**config.mk**
```make
export PLATFORM = sky130hd
export DESIGN_NAME = card_feed_buffer
export DESIGN_NICKNAME = d
export VERILOG_FILES = /design/src/rtl/cfb_pkg.sv /design/src/rtl/cfb_column_fifo.sv /design/src/rtl/cfb_capture.sv /design/src/rtl/cfb_seq.sv /design/src/rtl/card_feed_buffer.sv
export SDC_FILE = /design/constraint.sdc
export NUM_CORES = 2
export LEC_CHECK = 0
export ABC_AREA = 1
export BUFFER_PORTS_ARGS = -buffer_cell sky130_fd_sc_hd__buf_2
export CORE_AREA = 5 5 523 525
export DETAILED_ROUTE_END_ITERATION = 7
export DIE_AREA = 0 0 528 530
export PLACE_DENSITY_LB_ADDON = 0.08
export RECOVER_POWER = 25
export SKIP_LAST_GASP = 1
export SLEW_MARGIN = 25
export SYNTH_ARGS = -nofsm -noshare
export SYNTH_HDL_FRONTEND = slang
export SYNTH_SLANG_ARGS = --single-unit
```
**constraint.sdc**
```tcl
create_clock -name clk -period 9.1 [get_ports clk]
set_input_delay 0.91 -clock clk [delete_from_list [all_inputs] [get_ports clk]]
set_output_delay 0.91 -clock clk [all_outputs]
set_load 0.01 [all_outputs]
```
**src/rtl/cfb_pkg.sv**
```systemverilog
package cfb_pkg;

  localparam int STAT_W = 5;

  typedef enum logic [2:0] {
    ST_IDLE,
    ST_RUN_IN,
    ST_READY,
    ST_FEEDING,
    ST_LAST,
    ST_ERROR
  } cfb_state_e;

  // bit4 station full, bit3 read check, bit2 feed check, bit1 last card, bit0 ready
  typedef struct packed {
    logic pfull;
    logic rchk;
    logic fchk;
    logic lastc;
    logic ready;
  } cfb_status_t;

endpackage

```
**src/rtl/cfb_column_fifo.sv**
```systemverilog
module cfb_column_fifo #(
  parameter int DEPTH = 160,
  parameter int W     = 12
) (
  input  logic         clk,
  input  logic         rst_n,
  input  logic         wr,
  input  logic [W-1:0] wdata,
  input  logic         rd,
  input  logic         flush,
  output logic [W-1:0] rdata
);
  localparam int AW = $clog2(DEPTH);

  logic [W-1:0]  mem [DEPTH];
  logic [AW-1:0] wp_q, wp_d, rp_q, rp_d;

  always_comb begin
    wp_d = wp_q;
    rp_d = rp_q;
    if (flush) begin
      wp_d = '0;
      rp_d = '0;
    end else begin
      if (wr) wp_d = (wp_q == AW'(DEPTH-1)) ? '0 : wp_q + 1'b1;
      if (rd) rp_d = (rp_q == AW'(DEPTH-1)) ? '0 : rp_q + 1'b1;
    end
  end

  always_ff @(posedge clk or negedge rst_n) begin
    if (!rst_n) begin
      wp_q <= '0;
      rp_q <= '0;
    end else begin
      wp_q <= wp_d;
      rp_q <= rp_d;
    end
  end

  always_ff @(posedge clk) begin
    if (wr && !flush) mem[wp_q] <= wdata;
  end

  assign rdata = mem[rp_q];

endmodule

```
**src/rtl/cfb_capture.sv**
```systemverilog
module cfb_capture #(
  parameter int COLS = 80,
  parameter int ROWS = 12
) (
  input  logic            clk,
  input  logic            rst_n,
  input  logic            arm,
  input  logic            collecting,
  input  logic            col_valid,
  input  logic [ROWS-1:0] col_data,
  input  logic            read_chk,
  output logic            wr_en,
  output logic [ROWS-1:0] wr_data,
  output logic            done,
  output logic            bad
);
  localparam int CW = $clog2(COLS + 1);

  logic          busy_q, busy_d;
  logic          pad_q, pad_d;
  logic          done_q, done_d;
  logic          bad_q, bad_d;
  logic [CW-1:0] cnt_q, cnt_d;

  assign wr_en   = busy_q & collecting & (pad_q | col_valid);
  assign wr_data = pad_q ? '0 : col_data;
  assign done    = done_q;
  assign bad     = bad_q;

  always_comb begin
    busy_d = busy_q;
    pad_d  = pad_q;
    cnt_d  = cnt_q;
    bad_d  = bad_q;
    done_d = 1'b0;
    if (!collecting) begin
      busy_d = 1'b0;
      pad_d  = 1'b0;
    end else if (arm) begin
      busy_d = 1'b1;
      pad_d  = 1'b0;
      cnt_d  = '0;
      bad_d  = 1'b0;
    end else if (busy_q) begin
      if (wr_en) begin
        cnt_d = cnt_q + 1'b1;
        if (cnt_q == CW'(COLS-1)) begin
          busy_d = 1'b0;
          pad_d  = 1'b0;
          done_d = 1'b1;
        end
      end
      if (read_chk && !pad_q && busy_d) begin
        pad_d = 1'b1;
        bad_d = 1'b1;
      end
    end
  end

  always_ff @(posedge clk or negedge rst_n) begin
    if (!rst_n) begin
      busy_q <= 1'b0;
      pad_q  <= 1'b0;
      cnt_q  <= '0;
      done_q <= 1'b0;
      bad_q  <= 1'b0;
    end else begin
      busy_q <= busy_d;
      pad_q  <= pad_d;
      cnt_q  <= cnt_d;
      done_q <= done_d;
      bad_q  <= bad_d;
    end
  end

endmodule

```
**src/rtl/cfb_seq.sv**
```systemverilog
module cfb_seq import cfb_pkg::*; #(
  parameter int COLS = 80
) (
  input  logic        clk,
  input  logic        rst_n,
  input  logic        btn_start,
  input  logic        btn_npro,
  input  logic        hopper_empty,
  input  logic        host_feed,
  input  logic        host_rd,
  input  logic        feed_chk,
  input  logic        cap_done,
  input  logic        cap_bad,
  output logic        phys_feed,
  output logic        collecting,
  output logic        flush,
  output logic        pop,
  output logic        col_valid,
  output cfb_status_t stat
);
  localparam int CW = $clog2(COLS + 1);

  cfb_state_e    st_q, st_d;
  logic          fchk_q, fchk_d, rchk_q, rchk_d;
  logic          lastc_q, lastc_d, pfull_q, pfull_d;
  logic          pend_q, pend_d, refill_q, refill_d;
  logic          got_q, got_d, feed_q, feed_d;
  logic [CW-1:0] dcnt_q, dcnt_d;

  assign col_valid  = (st_q == ST_FEEDING) && (dcnt_q < CW'(COLS));
  assign pop        = col_valid && host_rd;
  assign collecting = (st_q == ST_RUN_IN) || (st_q == ST_FEEDING);
  assign flush      = btn_npro && ((st_q == ST_IDLE) || (st_q == ST_ERROR));
  assign phys_feed  = feed_q;

  always_comb begin
    stat.pfull = pfull_q;
    stat.rchk  = rchk_q;
    stat.fchk  = fchk_q;
    stat.lastc = lastc_q;
    stat.ready = (st_q == ST_READY) || (st_q == ST_LAST);
  end

  always_comb begin
    st_d     = st_q;
    fchk_d   = fchk_q;
    rchk_d   = rchk_q;
    lastc_d  = lastc_q;
    pfull_d  = pfull_q;
    pend_d   = pend_q;
    refill_d = refill_q;
    dcnt_d   = dcnt_q;
    feed_d   = 1'b0;
    got_d    = got_q | cap_done;
    unique case (st_q)
      ST_IDLE: begin
        if (flush) begin
          fchk_d  = 1'b0;
          rchk_d  = 1'b0;
          lastc_d = 1'b0;
          pfull_d = 1'b0;
          pend_d  = 1'b0;
        end else if (btn_start) begin
          if (pfull_q && hopper_empty) begin
            st_d    = ST_LAST;
            lastc_d = 1'b1;
          end else if (pfull_q) begin
            st_d = ST_READY;
          end else if (!hopper_empty) begin
            st_d   = ST_RUN_IN;
            feed_d = 1'b1;
          end
        end
      end
      ST_RUN_IN: begin
        if (feed_chk) begin
          st_d   = ST_ERROR;
          fchk_d = 1'b1;
        end else if (cap_done) begin
          st_d    = ST_READY;
          pfull_d = 1'b1;
          pend_d  = cap_bad;
        end
      end
      ST_READY, ST_LAST: begin
        if (st_q == ST_READY && hopper_empty) begin
          st_d = ST_IDLE;
        end else if (host_feed) begin
          if (pend_q) begin
            st_d   = ST_ERROR;
            rchk_d = 1'b1;
          end else begin
            st_d     = ST_FEEDING;
            dcnt_d   = '0;
            got_d    = 1'b0;
            refill_d = (st_q == ST_READY);
            feed_d   = (st_q == ST_READY);
          end
        end
      end
      ST_FEEDING: begin
        if (pop) dcnt_d = dcnt_q + 1'b1;
        if (refill_q && feed_chk) begin
          st_d   = ST_ERROR;
          fchk_d = 1'b1;
        end else if (dcnt_q == CW'(COLS) && (!refill_q || got_q)) begin
          if (refill_q) begin
            st_d    = ST_READY;
            pfull_d = 1'b1;
            pend_d  = cap_bad;
          end else begin
            st_d    = ST_IDLE;
            pfull_d = 1'b0;
            lastc_d = 1'b0;
          end
        end
      end
      ST_ERROR: begin
        if (flush) begin
          st_d    = ST_IDLE;
          fchk_d  = 1'b0;
          rchk_d  = 1'b0;
          lastc_d = 1'b0;
          pfull_d = 1'b0;
          pend_d  = 1'b0;
        end
      end
      default: st_d = ST_IDLE;
    endcase
  end

  always_ff @(posedge clk or negedge rst_n) begin
    if (!rst_n) begin
      st_q     <= ST_IDLE;
      fchk_q   <= 1'b0;
      rchk_q   <= 1'b0;
      lastc_q  <= 1'b0;
      pfull_q  <= 1'b0;
      pend_q   <= 1'b0;
      refill_q <= 1'b0;
      got_q    <= 1'b0;
      feed_q   <= 1'b0;
      dcnt_q   <= '0;
    end else begin
      st_q     <= st_d;
      fchk_q   <= fchk_d;
      rchk_q   <= rchk_d;
      lastc_q  <= lastc_d;
      pfull_q  <= pfull_d;
      pend_q   <= pend_d;
      refill_q <= refill_d;
      got_q    <= got_d;
      feed_q   <= feed_d;
      dcnt_q   <= dcnt_d;
    end
  end

endmodule

```
**src/rtl/card_feed_buffer.sv**
```systemverilog
module card_feed_buffer import cfb_pkg::*; #(
  parameter int COLS = 80,
  parameter int ROWS = 12
) (
  input  logic              clk,
  input  logic              rst_n,
  input  logic              btn_start,
  input  logic              btn_npro,
  input  logic              hopper_empty,
  output logic              phys_feed,
  input  logic              phys_col_valid,
  input  logic [ROWS-1:0]   phys_col,
  input  logic              phys_read_chk,
  input  logic              phys_feed_chk,
  input  logic              host_feed,
  input  logic              host_rd,
  output logic [ROWS-1:0]   host_col,
  output logic              host_col_valid,
  input  logic              sense_req,
  output logic [STAT_W-1:0] sense_word,
  output logic [STAT_W-1:0] status
);
  localparam int DEPTH = 2 * COLS;

  logic            cap_wr, cap_done, cap_bad;
  logic [ROWS-1:0] cap_data;
  logic            collecting, flush, pop;
  cfb_status_t     stat;
  logic [STAT_W-1:0] sense_q, sense_d;

  cfb_seq #(.COLS(COLS)) u_seq (
    .clk          (clk),
    .rst_n        (rst_n),
    .btn_start    (btn_start),
    .btn_npro     (btn_npro),
    .hopper_empty (hopper_empty),
    .host_feed    (host_feed),
    .host_rd      (host_rd),
    .feed_chk     (phys_feed_chk),
    .cap_done     (cap_done),
    .cap_bad      (cap_bad),
    .phys_feed    (phys_feed),
    .collecting   (collecting),
    .flush        (flush),
    .pop          (pop),
    .col_valid    (host_col_valid),
    .stat         (stat)
  );

  cfb_capture #(.COLS(COLS), .ROWS(ROWS)) u_cap (
    .clk        (clk),
    .rst_n      (rst_n),
    .arm        (phys_feed),
    .collecting (collecting),
    .col_valid  (phys_col_valid),
    .col_data   (phys_col),
    .read_chk   (phys_read_chk),
    .wr_en      (cap_wr),
    .wr_data    (cap_data),
    .done       (cap_done),
    .bad        (cap_bad)
  );

  cfb_column_fifo #(.DEPTH(DEPTH), .W(ROWS)) u_fifo (
    .clk   (clk),
    .rst_n (rst_n),
    .wr    (cap_wr),
    .wdata (cap_data),
    .rd    (pop),
    .flush (flush),
    .rdata (host_col)
  );

  assign status = stat;

  always_comb begin
    sense_d = sense_q;
    if (sense_req) sense_d = stat;
  end

  always_ff @(posedge clk or negedge rst_n) begin
    if (!rst_n) sense_q <= '0;
    else        sense_q <= sense_d;
  end

  assign sense_word = sense_q;

endmodule

```
==> run_results.csv <==
group,metric,value,unit
status,outcome,"finished, violations left",
status,violations,"capacitance limit, slew limit",
synth,synthArstFlopShare,0.0254,
synth,synthXorXnorAreaFrac,0.000547,
detailed_routing,firstDrtPassIters,7,
synth,synth_area_leaders,"edfxtp_1 72%, nand2_1 12%, nand3_1 5.9%",
worst_setup_path,r2r_cells,4,
synth,yosys.area_share.simple,0.198,
synth,syn_avg_cell_area,11.6,µm²
clocking,cts.repair.resized,0,
timing,worst_pin_slew,4.25,ns
detailed_routing,drc_errors,0,
timing,finalCritPeriodShare,0.711,
floorplan,die_w,528,µm
worst_setup_path,endpoint,"u_fifo.mem[158][9]$_DFFE_PP_",
timing,setup_tns,0,ns
floorplan,dieArea,0.280,mm²
synth,yosysWarnings,0,
global_routing,grt_usage,0.190,
synth,synth.distinct_cells,40,
clocking,cts_setup_buffers,0,
power,p_leak,32.5,nW
cells_and_area,utilization,0.341,
worst_setup_path,worstPathMaxFanout,112,
worst_setup_path,critical_path_class,"reg2reg",
min_path,hold_path.class,"in2reg",
clocking,cts.clk_slew.worst_paths,0.06,ns
synth,synth_compound_area_frac,0.0334,
power,sw_frac_of_total,0.375,
timing,grt_setup_unrepaired,"no",
detailed_routing,drt-met1-wl,127,mm
timing,maxSlewHeadroom,-1.84,
synth,synth_commonest_cells,"2515 x nand2_1, 1920 x edfxtp_1, 950 x nand3_1, 346 x nor2_1, 316 x a21oi_1",
cells_and_area,fin_nets,7014,
floorplan,rows,191,
synth,ys.flop_type,"edfxtp_1",
worst_setup_path,required,9.29,ns
detailed_routing,highest_layer,"met4",
power,clkPwrFrac,0.318,
detailed_routing,initialDrtViolationCount,4166,
min_path,min_path_cells,2,
detailed_routing,met3WireLength,11.8,mm
floorplan,top_level_ports,47,
floorplan,fp.dieH,530,µm
detailed_routing,route.antenna.remaining_nets,0,
floorplan,core-area,0.269,mm²
timing,finClkSkew,0.0462,ns
detailed_routing,wl_per_cell,25.4,µm
worst_setup_path,worstReg2RegStart,"u_cap.pad_q$_DFFE_PN0P_",
synth,synthMuxAreaShare,0.00291,
place,place.port_buffers,46,
synth,synth_area,0.0800,mm²
power,vdd_ir_drop_max,347,µV
timing,period_needed,6.47,ns
synth,synth-seq-cells,1970,
synth,synth_area_leader_cell,"edfxtp_1",
synth,synthAdderAreaFrac,0.00125,
power,power,0.0272,W
synth,synth_edf_count,1920,
power,internal_power,0.0170,W
cells_and_area,drive_gt1_frac,0.0840,
detailed_routing,dr_total_vias,52300,
timing,hold_ws,0.287,ns
global_routing,antenna_found_initial,7,
detailed_routing,finalWirelength,273,mm
place,hpwl,151,mm
power,pwr-share-comb,0.308,
global_routing,grt_pass1_vias,50900,
power,seqPwrFrac,0.374,
clocking,cts_htree_levels,4,
worst_setup_path,r2r_end,"u_fifo.mem[158][9]$_DFFE_PP_",
synth,synth.most_common_cell,"nand2_1",
cells_and_area,fillers,26800,
detailed_routing,wl_met2,127,mm
cells_and_area,area_delta_synth_final,14.7,%
global_routing,grt_overflow,0,
global_routing,grt_max_degree,165,
worst_setup_path,worst_ep_arrival_time,6.66,ns
power,p_sw,0.0102,W
synth,syn_inst,6921,
synth,seq_area_frac_synth,0.736,
clocking,cts_root_buffer,"clkbuf_16",
clocking,cts_buffer_depth,4,
clocking,clk_latency,0.88,ns
power,powerDensity,297,mW/mm²
clocking,cts_made_buffers,225,
job,drv_cap,13,
timing,fmax,155,MHz
timing,slew_violations,803,
floorplan,start_util,0.298,
global_routing,grt_pass1_wl,390,mm
synth,synth_top_family_by_area,"simple AND/OR/NAND/NOR gates",
cells_and_area,regArea,0.0589,mm²
worst_setup_path,cp-start-kind,"register",
worst_setup_path,endpoint_kind,"register",
synth,yosysTopAreaCellShare,0.720,
clocking,cts_sinks,1970,
place,gp_congestion,0.794,
timing,hold_viol,0,
timing,setup_viol,0,
worst_setup_path,rrSetupSlack,2.63,ns
worst_setup_path,cp-startpoint,"u_cap.pad_q$_DFFE_PN0P_",
cells_and_area,multiInputGateArea,0.0192,mm²
detailed_routing,via_per_inst,4.87,
clocking,cts_hold_buffers,0,
synth,synthesis.nets,6952,
clocking,cts_tree,"yes",
## sequential cells by signal, indices dropped and copies added, names as in the netlist
| name | flops |
|---|---|
| u_cap.done | 1 |
| u_seq.st_q | 3 |
| u_fifo.mem | 1920 |
| u_fifo.wp_q | 8 |
| u_seq.got_q | 1 |
| u_fifo.rp_q | 8 |
| u_cap.cnt_q | 7 |
| u_seq.fchk_q | 1 |
| u_seq.rchk_q | 1 |
| u_cap.busy_q | 1 |
| sense_word | 5 |
| u_cap.bad | 1 |
| u_cap.pad_q | 1 |
| u_seq.lastc_q | 1 |
| u_seq.refill_q | 1 |
| u_seq.phys_feed | 1 |
| u_seq.pfull_q | 1 |
| u_seq.pend_q | 1 |
| u_seq.dcnt_q | 7 |
## cell families (layout without fill, tap and decap cells)
group                    Yosys count  in the layout
AND/OR/NAND/NOR                 3877           3877
flip-flops                      1970           1970
buffers and inverters            525            762
AO/OA/AOI/OAI                    513            513
multiplexers                      23             23
adder cells (fa/ha/maj)            8              8
XOR/XNOR                           5              5
other                              0              5
## cell usage in the layout (no fill, tap or decap), drive strengths merged
master    count
nor4          5
bufinv       14
nand3b        1
o21a          1
nor3         49
o22ai        41
xnor2         1
o221ai        1
o31ai         2
diode         5
a211oi        5
or2           1
clkinv      109
buf         225
ha            8
o211ai       10
nand2      2517
mux2          2
nor2        348
inv         122
a21oi       316
dfrtp        50
xor2          4
nand3       951
nor3b         1
nand4         4
o32ai         1
a31oi         2
edfxtp     1920
mux2i        21
clkbuf      290
o21ai       134
clkinvlp      2
## worst min path at each step
stage / start / endpoint / slack (ns)
detailed placement: sense_word[2]$_DFFE_PN0P_ / sense_word[2]$_DFFE_PN0P_ / 0.50
floorplan: u_cap.bad$_DFFE_PN0P_ / u_cap.bad$_DFFE_PN0P_ / 0.47
CTS: rst_n / u_seq.lastc_q$_DFFE_PN0P_ / 0.12
finish: hopper_empty / u_seq.phys_feed$_DFF_PN0_ / 0.29
global placement: sense_word[1]$_DFFE_PN0P_ / sense_word[1]$_DFFE_PN0P_ / 0.49
global route: hopper_empty / u_seq.phys_feed$_DFF_PN0_ / 0.26
## metal layers
metal / vias up / track usage
li1: 24200 / -
met5: - / 0
met1: 26500 / 0.271
met3: 364 / 0.0226
met2: 1224 / 0.309
met4: 0 / 0.0523
## final cells by class
| type | count | share of cell area |
|---|---|---|
| Antenna cell | 5 | 0.000136 |
| Timing Repair Buffer | 242 | 0.0209 |
| Inverter | 118 | 0.00515 |
| Multi-Input combinational cell | 4426 | 0.209 |
| Sequential cell | 1970 | 0.642 |
| Tap cell | 3570 | 0.0487 |
| Clock buffer | 273 | 0.0638 |
| Clock inverter | 129 | 0.0106 |
## worst max-delay path: stages, from the launching register on
cell and delay, ns:
dfrtp_1 0.35, clkbuf_1 0.47, nor2_4 0.22, clkbuf_1 2.09, clkbuf_2 2.30
## power groups by stage
stage / sequential [W] / clock (W) / combinational (W)
after floorplan: 0.0103 / 0 / 0.00499
after CTS: 0.0102 / 0.00888 / 0.00860
after global routing: 0.0102 / 0.00927 / 0.00918
after global placement: 0.0104 / 0 / 0.00863
final: 0.0102 / 0.00865 / 0.00840
after detailed placement: 0.0104 / 0 / 0.00858
## through the flow
step / cell area (µm²) / setup WS (ns) / std cells
2_1_floorplan: 80000 / 3.48 / 6921
3_3_place_gp: 84900 / 3.65 / 10300
3_5_place_dp: 85000 / 3.66 / 10300
4_1_cts: 91900 / 2.67 / 10700
5_1_grt: 91800 / 2.25 / 10700
6_report: 91800 / 2.63 / 10700
(Power assumes the default switching activity.)
